==> src/rtl/neuron_mac_pkg.sv <==
package neuron_mac_pkg;

    localparam int ACT_W = 8;
    localparam int ACC_W = 16;

    typedef logic signed [ACT_W-1:0] act_t;
    typedef logic signed [ACC_W-1:0] acc_t;

    typedef enum logic [1:0] {
        ST_IDLE,
        ST_MAC,
        ST_LOOK,
        ST_SEND
    } core_st_e;

    // Add with clamping to the signed 16-bit range.
    function automatic acc_t sat_add(input acc_t a, input acc_t p);
        logic [ACC_W:0] s;
        s = {a[ACC_W-1], a} + {p[ACC_W-1], p};
        if (s[ACC_W:ACC_W-1] == 2'b01) return acc_t'(16'h7FFF);
        if (s[ACC_W:ACC_W-1] == 2'b10) return acc_t'(16'h8000);
        return acc_t'(s[ACC_W-1:0]);
    endfunction

    // Saturating ramp transfer function used to fill the lookup table.
    function automatic act_t xfer_fn(input act_t s);
        if (s < -8'sd64) return -8'sd128;
        if (s >= 8'sd64) return 8'sd127;
        return act_t'({s[ACT_W-2:0], 1'b0});
    endfunction

endpackage

==> src/rtl/neuron_link_rx.sv <==
module neuron_link_rx
    import neuron_mac_pkg::*;
#(
    parameter int NUM_SRC = 10,
    parameter int LANES   = 4,
    localparam int BEATS  = 8 / LANES,
    localparam int BCW    = (BEATS > 1) ? $clog2(BEATS) : 1,
    localparam int DEPTH  = NUM_SRC + 1,
    localparam int AW     = $clog2(DEPTH),
    localparam int IW     = (NUM_SRC > 1) ? $clog2(NUM_SRC) : 1
) (
    input  logic             clk,
    input  logic             rst,
    input  logic             rx_valid,
    input  logic [LANES-1:0] rx_lanes,
    output logic             rx_word_ready,
    input  logic [IW-1:0]    rd_addr,
    output act_t             rd_act,
    output act_t             bias_q
);

    logic [BCW-1:0] beat_cnt;
    logic [7:0]     shreg;
    logic [7:0]     word_full;
    logic [AW-1:0]  wptr;
    act_t           mem [DEPTH];

    if (!(LANES == 1 || LANES == 2 || LANES == 4 || LANES == 8)) begin : g_bad_lanes
        $error("LANES must be 1, 2, 4 or 8");
    end

    if (LANES == 8) begin : g_full
        assign word_full = rx_lanes;
    end else begin : g_part
        assign word_full = {shreg[7-LANES:0], rx_lanes};
    end

    always_ff @(posedge clk) begin
        if (rst) begin
            beat_cnt      <= '0;
            shreg         <= '0;
            wptr          <= '0;
            rx_word_ready <= 1'b0;
            for (int i = 0; i < DEPTH; i++) mem[i] <= '0;
        end else begin
            rx_word_ready <= 1'b0;
            if (rx_valid) begin
                shreg <= word_full;
                if (beat_cnt == BCW'(BEATS - 1)) begin
                    beat_cnt      <= '0;
                    mem[wptr]     <= act_t'(word_full);
                    wptr          <= (wptr == AW'(DEPTH - 1)) ? '0 : wptr + 1'b1;
                    rx_word_ready <= 1'b1;
                end else begin
                    beat_cnt <= beat_cnt + 1'b1;
                end
            end
        end
    end

    assign rd_act = mem[rd_addr];
    assign bias_q = mem[NUM_SRC];


    rdy_after_beat_chk: assert property (@(posedge clk) disable iff (rst)
        rx_word_ready |-> $past(rx_valid));

endmodule

==> src/rtl/neuron_mac_core.sv <==
module neuron_mac_core
    import neuron_mac_pkg::*;
#(
    parameter int NUM_SRC = 10,
    localparam int IW     = (NUM_SRC > 1) ? $clog2(NUM_SRC) : 1
) (
    input  logic          clk,
    input  logic          rst,
    input  logic          start,
    input  act_t          act_q,
    input  act_t          wt_q,
    input  act_t          bias_q,
    input  logic          tx_last,
    output logic [IW-1:0] rd_idx,
    output logic          done,
    output logic          load_tx,
    output act_t          result
);

    core_st_e state;
    acc_t     acc;
    acc_t     prod;
    act_t     lut [256];

    for (genvar g = 0; g < 256; g++) begin : g_lut
        assign lut[g] = xfer_fn(act_t'(g));
    end

    assign prod    = act_q * wt_q;
    assign load_tx = (state == ST_LOOK);
    assign result  = lut[acc[ACC_W-1:ACC_W-8]];

    always_ff @(posedge clk) begin
        if (rst) begin
            state  <= ST_IDLE;
            acc    <= '0;
            rd_idx <= '0;
            done   <= 1'b0;
        end else begin
            done <= 1'b0;
            case (state)
                ST_IDLE: if (start) begin
                    acc    <= acc_t'({bias_q, 8'h00});
                    rd_idx <= '0;
                    state  <= ST_MAC;
                end
                ST_MAC: begin
                    acc <= sat_add(acc, prod);
                    if (rd_idx == IW'(NUM_SRC - 1)) state <= ST_LOOK;
                    else rd_idx <= rd_idx + 1'b1;
                end
                ST_LOOK: begin
                    done  <= 1'b1;
                    state <= ST_SEND;
                end
                default: if (tx_last) state <= ST_IDLE;
            endcase
        end
    end


    done_pulse_chk: assert property (@(posedge clk) disable iff (rst)
        done |=> !done);


    sat_high_chk: assert property (@(posedge clk) disable iff (rst)
        (state == ST_MAC && !acc[ACC_W-1] && !prod[ACC_W-1]) |=> !acc[ACC_W-1]);


    sat_low_chk: assert property (@(posedge clk) disable iff (rst)
        (state == ST_MAC && acc[ACC_W-1] && prod[ACC_W-1]) |=> acc[ACC_W-1]);

endmodule

==> src/rtl/neuron_link_tx.sv <==
module neuron_link_tx
    import neuron_mac_pkg::*;
#(
    parameter int LANES  = 4,
    localparam int BEATS = 8 / LANES,
    localparam int CW    = $clog2(BEATS + 1)
) (
    input  logic             clk,
    input  logic             rst,
    input  logic             load,
    input  act_t             word_in,
    output logic             tx_valid,
    output logic [LANES-1:0] tx_lanes,
    output logic             tx_last
);

    logic [7:0]    sh;
    logic [CW-1:0] cnt;

    always_ff @(posedge clk) begin
        if (rst) begin
            sh  <= '0;
            cnt <= '0;
        end else if (load) begin
            sh  <= word_in;
            cnt <= CW'(BEATS);
        end else if (cnt != '0) begin
            sh  <= sh << LANES;
            cnt <= cnt - 1'b1;
        end
    end

    assign tx_valid = (cnt != '0);
    assign tx_last  = (cnt == CW'(1));
    assign tx_lanes = sh[7 -: LANES];


    beat_run_chk: assert property (@(posedge clk) disable iff (rst)
        (tx_valid && !tx_last) |=> tx_valid);

endmodule

==> src/rtl/neuron_mac_top.sv <==
module neuron_mac_top
    import neuron_mac_pkg::*;
#(
    parameter int NUM_SRC = 10,
    parameter int LANES   = 4,
    localparam int WAW    = (NUM_SRC > 1) ? $clog2(NUM_SRC) : 1
) (
    input  logic             clk,
    input  logic             rst,
    input  logic             rx_valid,
    input  logic [LANES-1:0] rx_lanes,
    output logic             rx_word_ready,
    input  logic             wt_we,
    input  logic [WAW-1:0]   wt_addr,
    input  logic [7:0]       wt_data,
    input  logic             start,
    output logic             done,
    output logic             tx_valid,
    output logic [LANES-1:0] tx_lanes
);

    logic [WAW-1:0] rd_idx;
    act_t           act_q;
    act_t           bias_q;
    act_t           result;
    logic           load_tx;
    logic           tx_last;
    act_t           wmem [NUM_SRC];

    always_ff @(posedge clk) begin
        if (rst) begin
            for (int i = 0; i < NUM_SRC; i++) wmem[i] <= '0;
        end else if (wt_we && (int'(wt_addr) < NUM_SRC)) begin
            wmem[wt_addr] <= act_t'(wt_data);
        end
    end

    neuron_link_rx #(.NUM_SRC(NUM_SRC), .LANES(LANES)) u_rx (
        .clk           (clk),
        .rst           (rst),
        .rx_valid      (rx_valid),
        .rx_lanes      (rx_lanes),
        .rx_word_ready (rx_word_ready),
        .rd_addr       (rd_idx),
        .rd_act        (act_q),
        .bias_q        (bias_q)
    );

    neuron_mac_core #(.NUM_SRC(NUM_SRC)) u_core (
        .clk     (clk),
        .rst     (rst),
        .start   (start),
        .act_q   (act_q),
        .wt_q    (wmem[rd_idx]),
        .bias_q  (bias_q),
        .tx_last (tx_last),
        .rd_idx  (rd_idx),
        .done    (done),
        .load_tx (load_tx),
        .result  (result)
    );

    neuron_link_tx #(.LANES(LANES)) u_tx (
        .clk      (clk),
        .rst      (rst),
        .load     (load_tx),
        .word_in  (result),
        .tx_valid (tx_valid),
        .tx_lanes (tx_lanes),
        .tx_last  (tx_last)
    );


    done_tx_chk: assert property (@(posedge clk) disable iff (rst)
        done |-> tx_valid);

endmodule

==> config.mk <==
export PLATFORM = sky130hd
export DESIGN_NAME = neuron_mac_top
export DESIGN_NICKNAME = d
export VERILOG_FILES = /design/src/rtl/neuron_mac_pkg.sv /design/src/rtl/neuron_link_rx.sv /design/src/rtl/neuron_mac_core.sv /design/src/rtl/neuron_link_tx.sv /design/src/rtl/neuron_mac_top.sv
export SDC_FILE = /design/constraint.sdc
export NUM_CORES = 1
export LEC_CHECK = 0
export BUFFER_PORTS_ARGS = -buffer_cell sky130_fd_sc_hd__buf_2
export CORE_AREA = 2 2 210 212
export DETAILED_ROUTE_END_ITERATION = 12
export DIE_AREA = 0 0 212 214
export GPL_ROUTABILITY_DRIVEN = 0
export PLACE_DENSITY = 0.53
export RECOVER_POWER = 25
export SYNTH_ARGS = -nofsm -noshare
export SYNTH_HDL_FRONTEND = slang
export SYNTH_HIERARCHICAL = 1
export SYNTH_SLANG_ARGS = --single-unit
==> constraint.sdc <==
create_clock -name clk -period 11.27 [get_ports clk]
set_clock_uncertainty 0.2 [all_clocks]
set_input_delay 0.5635 -clock clk [delete_from_list [all_inputs] [get_ports clk]]
set_output_delay 0.5635 -clock clk [all_outputs]
set_load 0.005 [all_outputs]
### After elaboration in Yosys (flattened, before gate mapping)

Memory sizes are Yosys's and may differ from the RTL's. A register that Yosys moved wholly into a read port is not among the register bits.
Index checks and enable logic that the tools add are counted.

| cells by class | value |
|---|---|
| $mul | 1 |
| bitwise logic cells | 1 |
| reductions and logical operators | 13 |
| equal/unequal tests | 10 |
| add/subtract/negate cells | 5 |
| mux-type cells | 48 |
| magnitude comparators | 2 |

Operators by type and width:

| operator | count |
|---|---|
| 16-bit two-way mux | 5 |
| 8-bit two-way mux | 6 |
| 4-bit two-way mux | 9 |
| 16-bit case mux with 2 select lines | 1 |
| 1-bit two-way mux | 20 |
| 16-bit by 16-bit adder with 17-bit output | 1 |
| 8-bit by 8-bit multiplier with 16-bit output | 1 |
| 8-bit OR reduction | 2 |
| 2-bit two-way mux | 5 |
| 8-bit by 9-bit >= comparator with 1-bit output, second input constant | 1 |
| 4-bit by 1-bit adder with 4-bit output, second input constant | 2 |
| 4-bit equality test, second input constant | 2 |
| 8-bit NOT | 1 |
| 4-bit case mux with 2 select lines | 1 |
| 2-bit by 1-bit equality test with 1-bit output, second input constant | 3 |
| 2-bit case mux with 3 select lines | 1 |
| 3-bit AND reduction | 2 |
| 2-bit nonzero test | 3 |
| 2-bit equality test, second input constant | 2 |
| 4-bit less-than comparator, second input constant | 1 |
| 2-bit != test, second input constant | 2 |
| 2-bit AND reduction | 2 |
| 4-bit nonzero test | 1 |
| 2-bit zero test | 1 |
| other kinds (5) | 5 |

| storage, ports and cells | value |
|---|---|
| memories kept | 3 |
| bits in read-only memories | 2048 |
| register bits after elaboration | 43 |
| memory bits (writable) | 168 |

Memories:

| memory | words | bits a word | rd ports | clocked after memory_dff | write ports | line | source |
|---|---|---|---|---|---|---|---|
| (name not given) | 256 | 8 | 1 | 0 | 0 | neuron_mac_core.sv:31 | `assign result = lut[acc[ACC_W-1:ACC_W-8]];` |
| u_rx.mem | 11 | 8 | 2 | 1 | 11 | neuron_link_rx.sv:26 | `act_t mem [DEPTH];` |
| wmem | 10 | 8 | 1 | 1 | 10 | neuron_mac_top.sv:28 | `act_t wmem [NUM_SRC];` |

### Logic depth before layout (Yosys ltp)

Gate-level depths: netlist of the first run.

| logic depth | value |
|---|---|
| depth after elaboration | 12 |
| mapped depth | 26 |
| mapped depth without buffers | 22 |

### Hierarchy

Netlist of the first run, hierarchy kept.

By module, submodules not included:

| module | instances | cells each | seq. area each (um2) | area each (um2) |
|---|---|---|---|---|
| neuron_link_rx | 1 | 386 | 3963.8 | 5868.1 |
| neuron_mac_top | 1 | 319 | 3843.7 | 5455.2 |
| neuron_mac_core | 1 | 491 | 460.4 | 4384.2 |
| neuron_link_tx | 1 | 52 | 200.2 | 486.7 |

### Worst setup path before layout of the first run

No wires, ideal clock.

| timing path | value |
|---|---|
| path type | register to register |
| start point | register u_core/rd_idx[0] (netlist name) |
| end point | register u_core.acc[0] |
| required time | 10.982 ns |
| clock period less this slack | 6.371 ns |
| arrival | 6.083 ns |
| path slack | 4.899 ns |
| cell stages (with the launch flop) | 21 |
| cells stage by stage | dfxtp_1 buf_2 buf_4 mux4_2 a22oi_1 nand2_1 and2_1 fa_1 fa_1 fa_1 fa_1 ha_1 ha_1 and2_4 or4_4 o21ai_2 a21oi_2 o22ai_4 buf_6 nand2_1 a311oi_2 |

RTL lines:

| element | line | source |
|---|---|---|
| to (signal assigned) | neuron_mac_core.sv:43 | `acc <= acc_t'({bias_q, 8'h00});` |
| to (signal assigned) | neuron_mac_core.sv:48 | `acc <= sat_add(acc, prod);` |
| to (decl) | neuron_mac_core.sv:21 | `acc_t acc;` |

==> run summary, run 1 <==
Antenna diodes: 0
Mapped cell area: 16200 µm²
Crit. End Element: flip-flop
Average size of a mapped cell: 13.0 µm²
Starting DRT DRC Count: 774
Slowest stage delay, CP: 0.78 ns
Setup bufs post-CTS: 0
Largest net degree at the start of global routing: 58
Routed wire length per instance: 19.2 µm
Outcome: finished, violations left
P&R area growth vs syn: 11.2%
Hold Path End: u_rx/mem[10][0]
Prevailing post-synth register cell: edfxtp_1
Area of the die: 45400 µm²
CTS root buf: clkbuf_16
Routed wire length: 36900 µm
# IOs: 28
Worst Hold Path Cells: 3
Via Count: 9785
Clock period minus worst slack: 8.00 ns
Warnings from Yosys: 6
Initial Utilization: 37.8%
Core footprint: 42900 µm²
DRC: 0
Rows: 76
Leak pwr: 6.60 nW
Die H: 214 µm
Register area share after synthesis: 52.3%
DR vias/cell: 5.09
Fmax: 0.125 GHz
Buffers on Ports: 27
CP most frequent cell: fa_1
Clock sink count: 299
Grt ovf: 0
First-pass GRT wire length: 58600 µm
Post-route insts no fill: 1922
Final setup vio count: 0
Clk slew on worst S/H paths: 0.07 ns
Most common library cell in the layout ignoring fill and taps: edfxtp_1
Hold Crit Class: input pin to flip-flop
Max-Cap Viols: 1
First-pass DRT Iterations: 5
Area contributors post-synth: edfxtp_1 46%, fa_1 9.4%, mux4_2 7.0%
Cells after Synth: 1248
Hold Startpoint: rx_lanes[0]
Crit-path max FO: 37
# resized after CTS: 0
FF-to-FF End: u_core/acc[0]
# hold bufs at CTS: 0
Initial antenna violation count: 0
Kind of critical path: flip-flop to flip-flop
Path depth of the worst reg2reg path: 20
Final Hold Vio Count: 0
Vias in the first global route: 10100
Setup_tns: 0 ns
Measured slew at the worst slew-check pin: 3.15 ns
Clk_lat worst skew: 0.56 ns
Die W: 212 µm
Post-synth EDFFs: 248
Nets: 1453
Post-synth top area share: 46.0%
DP Cell Count: 1860
Final hold slack: 0.205 ns
WP data arrival: 8.10 ns
PwrDens: 274 nW/µm²
Yosys cell types: 77
Worst setup SP type: flip-flop
Synthesized flop and latch total: 299
Detailed placement HPWL: 25600 µm
Final Max Tran Viols: 58
H-tree level count: 2
Reg-to-reg slack, setup: 3.27 ns
Critical Path RT: 11.36 ns
CP Cell Sequence: buf_4 > mux4_2 > a22oi_1 > nand2_1 > and2_1 > inv_1 > fa_1 > inv_1 > fa_1 > fa_1 > fa_1 > fa_1 > ha_1 > o21ai_0 > o21ai_1 > nand4_1 > a21boi_1 > nor2_1 > nand2_1 > a311oi_2
VDD IR-drop max: 510 µV
Top cell type by total area after synthesis: edfxtp_1
Failing checks: max-capacitance violations, max-slew violations
ANT nets after route: 0
Commonest non-fill, non-tap cells in the layout: 248 x edfxtp_1, 178 x nor2_1, 105 x inv_1
Worst R2R Start: u_core/rd_idx[0]
Worst path slowest cell: dfxtp_4
Clock Path Buffers: 3
CTS Buf Count: 35
FFs w/ async S/R, synth: 0%
Clock tree from TritonCTS: yes
GRT Util Overall: 16.9%
Worst slew margin: -110%
RSZ-0062 raised after global routing: false
Tcrit/Tclk final: 71.0%
Critical path startpoint: u_core/rd_idx[0]
Share of cells above drive strength 1: 11.9%
Tot Pwr: 4.93 mW
[power breakdown]
group | switching, mW | internal [mW] | total [mW]
logic | 1.55 | 0.988 | 2.53
registers | 0.0574 | 1.26 | 1.32
clock network | 0.466 | 0.607 | 1.07
total | 2.07 | 2.86 | 4.93
[final cells by class]
cell class | count | area (µm²)
timing repair buffer | 36 | 188
multi-input combinational | 834 | 7150
inverter | 106 | 398
tap | 585 | 732
sequential | 299 | 8470
fill | 4063 | 24900
clock buffer | 45 | 923
clock inverter | 17 | 145
[worst max-delay path by stage]
stage	to	depth (start not counted)
2_1_floorplan	u_core/acc[0]	20
3_3_place_gp	u_core/acc[9]	20
3_5_place_dp	u_core/acc[2]	20
4_1_cts	u_core/acc[9]	20
5_1_grt	u_core/acc[0]	20
6_report	u_core/acc[0]	20
[state kept, by name (all words and copies together), names as in the netlist]
register / cells
u_core/state: 2
u_core/rd_idx: 4
u_rx/rx_word_ready: 1
u_rx/wptr: 4
wmem: 128
u_core/acc: 16
u_rx/mem: 128
u_tx/cnt: 2
u_rx/beat_cnt: 1
u_rx/shreg: 4
u_tx/sh: 8
u_core/done: 1
[cells in the mapped netlist, types with 3 or more instances]
| cell | number |
|---|---|
| nand4_1 | 7 |
| nor2b_1 | 13 |
| clkdlybuf4s25_2 | 3 |
| mux4_2 | 50 |
| o21ai_1 | 3 |
| and2_1 | 50 |
| nor3_1 | 7 |
| a311oi_1 | 5 |
| nand3_1 | 5 |
| o211ai_1 | 4 |
| inv_1 | 105 |
| or3b_1 | 4 |
| xor2_1 | 6 |
| and3_1 | 7 |
| a21o_1 | 3 |
| nand3_2 | 8 |
| dfxtp_1 | 51 |
| a21oi_1 | 38 |
| edfxtp_1 | 248 |
| mux2i_1 | 15 |
| a211oi_1 | 3 |
| fa_1 | 76 |
| nand2b_1 | 25 |
| xnor2_1 | 11 |
| ha_1 | 44 |
| buf_1 | 6 |
| o22ai_1 | 3 |
| o21ai_0 | 14 |
| nor2_1 | 177 |
| a22oi_1 | 33 |
| buf_2 | 10 |
| mux4_1 | 14 |
| a311oi_2 | 8 |
| nand2_1 | 103 |
| or4b_1 | 4 |
| buf_6 | 9 |
| buf_4 | 9 |
| o21a_1 | 3 |
| clkbuf_1 | 18 |
[worst max-delay path: cells and delay by family (launching register included)]
kind | cells | cell delay, ns
flops | 1 | 0.78
compound gates | 5 | 1.23
buf+inv | 3 | 0.92
fa+ha+maj | 6 | 2.64
simple gates | 5 | 1.33
mux | 1 | 0.58
[per-stage QoR]
step	cell area (µm²)	setup WS [ns]	util, %
3_3_place_gp	17000	3.46	39.6
3_5_place_dp	17000	3.30	39.6
4_1_cts	18000	3.26	42.1
2_1_floorplan	16400	4.90	-
5_1_grt	18000	2.69	42.0
6_report	18000	3.27	42.0
[routing by layer]
layer / track usage [%] / share of wire, % / vias to the layer above
met3: 2.70 / 4.5 / 51
met2: 26.5 / 46 / 220
met5: 0 / 0 / -
li1: - / - / 4543
met4: 5.42 / 2.2 / 0
met1: 23.9 / 47 / 4971
[cell families (layout without fill, tap and decap cells)]
family                     after synthesis  after routing  synth area share (%)
adders and majority gates              120            120                  12.8
and+or+nand+nor                        435            435                  13.3
other                                    1             48                0.0232
DFF                                    299            299                  52.3
AOI/OAI and AO/OA                      135            135                  5.98
buffers and inverters                  162            204                  4.58
muxes                                   79             79                  10.2
xor gates and xnor gates                17             17                 0.919
Note: power is estimated with default switching activity, not from simulation.
==> inputs of run 2 (changes only) <==
clock period = 8.2 ns   (was 11.27 ns; I/O delays follow)
==> run summary, run 2 (same netlist as run 1, synthesis figures left out) <==
Starting DRT DRC Count: 612 (was 774)
Share of cells above drive strength 1: 12.4% (was 11.9%)
Clock Path Buffers: 3 (unchanged)
Failing checks: max-capacitance violations, max-slew violations (unchanged)
Final Max Tran Viols: 50 (was 58)
Clock sink count: 299 (unchanged)
Crit-path max FO: 26 (was 37)
CP most frequent cell: fa_1 (unchanged)
Slowest stage delay, CP: 0.65 ns (was 0.78 ns)
Commonest non-fill, non-tap cells in the layout: 248 x edfxtp_1, 178 x nor2_1, 105 x inv_1 (unchanged)
Antenna diodes: 0 (unchanged)
Nets: 1464 (was 1453)
Tcrit/Tclk final: 90.3% (was 71.0%)
Routed wire length per instance: 18.6 µm (was 19.2 µm)
Hold Startpoint: rx_lanes[2] (was rx_lanes[0])
Worst Hold Path Cells: 3 (unchanged)
Routed wire length: 35900 µm (was 36900 µm)
Clk_lat worst skew: 0.55 ns (was 0.56 ns)
Die W: 212 µm (unchanged)
Detailed placement HPWL: 26000 µm (was 25600 µm)
Setup_tns: 0 ns (unchanged)
CTS root buf: clkbuf_16 (unchanged)
P&R area growth vs syn: 13.0% (was 11.2%)
Crit. End Element: flip-flop (unchanged)
Max-Cap Viols: 1 (unchanged)
Critical Path RT: 8.29 ns (was 11.36 ns)
Outcome: finished, violations left (unchanged)
WP data arrival: 7.50 ns (was 8.10 ns)
Final Hold Vio Count: 0 (unchanged)
Clk slew on worst S/H paths: 0.06 ns (was 0.07 ns)
Final core occ: 42.7% (was 42.0%)
Leak pwr: 6.78 nW (was 6.60 nW)
Hold Crit Class: input pin to flip-flop (unchanged)
Path depth of the worst reg2reg path: 20 (unchanged)
FF-to-FF End: u_core/acc[4] (was u_core/acc[0])
Placed Area: 17000 µm² (about the same)
Core footprint: 42900 µm² (unchanged)
Grt ovf: 0 (unchanged)
First-pass DRT Iterations: 5 (unchanged)
DR vias/cell: 5.06 (was 5.09)
Via Count: 9788 (was 9785)
DRC: 0 (unchanged)
Clock period minus worst slack: 7.41 ns (was 8.00 ns)
Regs by FF count: u_rx/mem x128, wmem x128, u_core/acc x16 (unchanged)
Fmax: 0.135 GHz (was 0.125 GHz)
Worst path slowest cell: dfxtp_4 (unchanged)
First-pass GRT wire length: 57100 µm (was 58600 µm)
H-tree level count: 2 (unchanged)
RSZ-0062 raised after global routing: false (unchanged)
Reg-to-reg slack, setup: 0.79 ns (was 3.27 ns)
Most common library cell in the layout ignoring fill and taps: edfxtp_1 (unchanged)
Vias in the first global route: 9941 (was 10100)
GRT Util Overall: 16.4% (was 16.9%)
Clock tree from TritonCTS: yes (unchanged)
# resized after CTS: 0 (unchanged)
Final setup vio count: 0 (unchanged)
CTS Buf Count: 35 (unchanged)
Buffers & Inverters on Critical Path: 3 (unchanged)
Worst setup SP type: flip-flop (unchanged)
Area of the die: 45400 µm² (unchanged)
CP delay by family, top: adder cells (unchanged)
Worst R2R Start: u_core/rd_idx[0] (unchanged)
VDD IR-drop max: 643 µV (was 510 µV)
PwrDens: 381 nW/µm² (was 274 nW/µm²)
# IOs: 28 (unchanged)
Measured slew at the worst slew-check pin: 2.75 ns (was 3.15 ns)
Initial antenna violation count: 0 (unchanged)
Hold Path End: u_rx/shreg[2] (was u_rx/mem[10][0])
Rows: 76 (unchanged)
CP Cell Sequence: buf_4 > mux4_2 > a22oi_1 > nand2_1 > and2_1 > inv_1 > fa_1 > inv_1 > fa_1 > fa_1 > fa_1 > fa_1 > ha_1 > o21ai_0 > o21ai_1 > nand4_1 > a21boi_1 > nor2_1 > nand2_1 > a311oi_2 (unchanged)
Worst slew margin: -83.5% (was -110%)
Post-route cell area: 18300 µm² (was 18000 µm²)
Kind of critical path: flip-flop to flip-flop (unchanged)
Largest net degree at the start of global routing: 50 (was 58)
Buffers on Ports: 27 (unchanged)
Die H: 214 µm (unchanged)
ANT nets after route: 0 (unchanged)
Initial Utilization: 37.8% (unchanged)
run 2: cell types whose count changed in the layout (fill, tap and decap cells not counted), sizes merged:
cell,change
buf,+10
bufinv,+8
clkbuf,+1
clkinv,-9
dlygate4sd3,+2
inv,+1
run 2: final cells by class:
class | count | area, µm²
clock buffer | 47 | 962
tap | 585 | 732
multi-input combinational | 834 | 7110
fill | 4025 | 24600
sequential | 299 | 8470
timing repair buffer | 47 | 275
inverter | 106 | 398
clock inverter | 17 | 353
run 2: worst min-delay path: cells and delay by family:
family	cells	cell delay [ns]
multiplexers	1	0.09
AND/OR/NAND/NOR	1	0.07
buffers and inverters	1	0.17
run 2: power breakdown:
part           leakage (nW)  internal [mW]  switching (mW)
Combinational          3.37           1.36            2.04
Clock                 0.639           1.12           0.637
Sequential             2.78           1.74          0.0783
Total                  6.78           4.22            2.76
run 2: worst max path at each step:
stage,start,end,slack [ns],cells after the start
3_3_place_gp,u_core/rd_idx[0],u_core/acc[9],0.96,20
5_1_grt,u_core/rd_idx[0],u_core/acc[3],0.28,20
3_5_place_dp,u_core/rd_idx[0],u_core/acc[2],0.88,20
6_report,u_core/rd_idx[0],u_core/acc[4],0.79,20
4_1_cts,u_core/rd_idx[0],u_core/acc[2],0.84,20
2_1_floorplan,u_core/rd_idx[0],u_core/acc[0],1.83,20
run 2: stage by stage:
step	instances	power, mW	setup WS, ns	hold slack [ns]
finish	1935	6.98	0.792	0.0404
global route	1935	7.53	0.277	0.0392
CTS	1935	7.05	0.839	0.0217
detailed placement	1869	5.25	0.879	0.296
global placement	1869	5.24	0.964	0.295
floorplan	1295	4.66	1.83	0.267
run 2: what timing repair did:
action / in CTS / in global routing
hold buffers: 2 / 0
hold endpoints to repair: 3 / 0
setup endpoints to repair: 0 / 0
buffers inserted: 0 / 0
run 2: layer usage:
metal	track usage (%)	wire length, µm
met5	0	0
met4	4.58	753
met3	2.99	1840
met2	25.3	16400
met1	23.8	17000
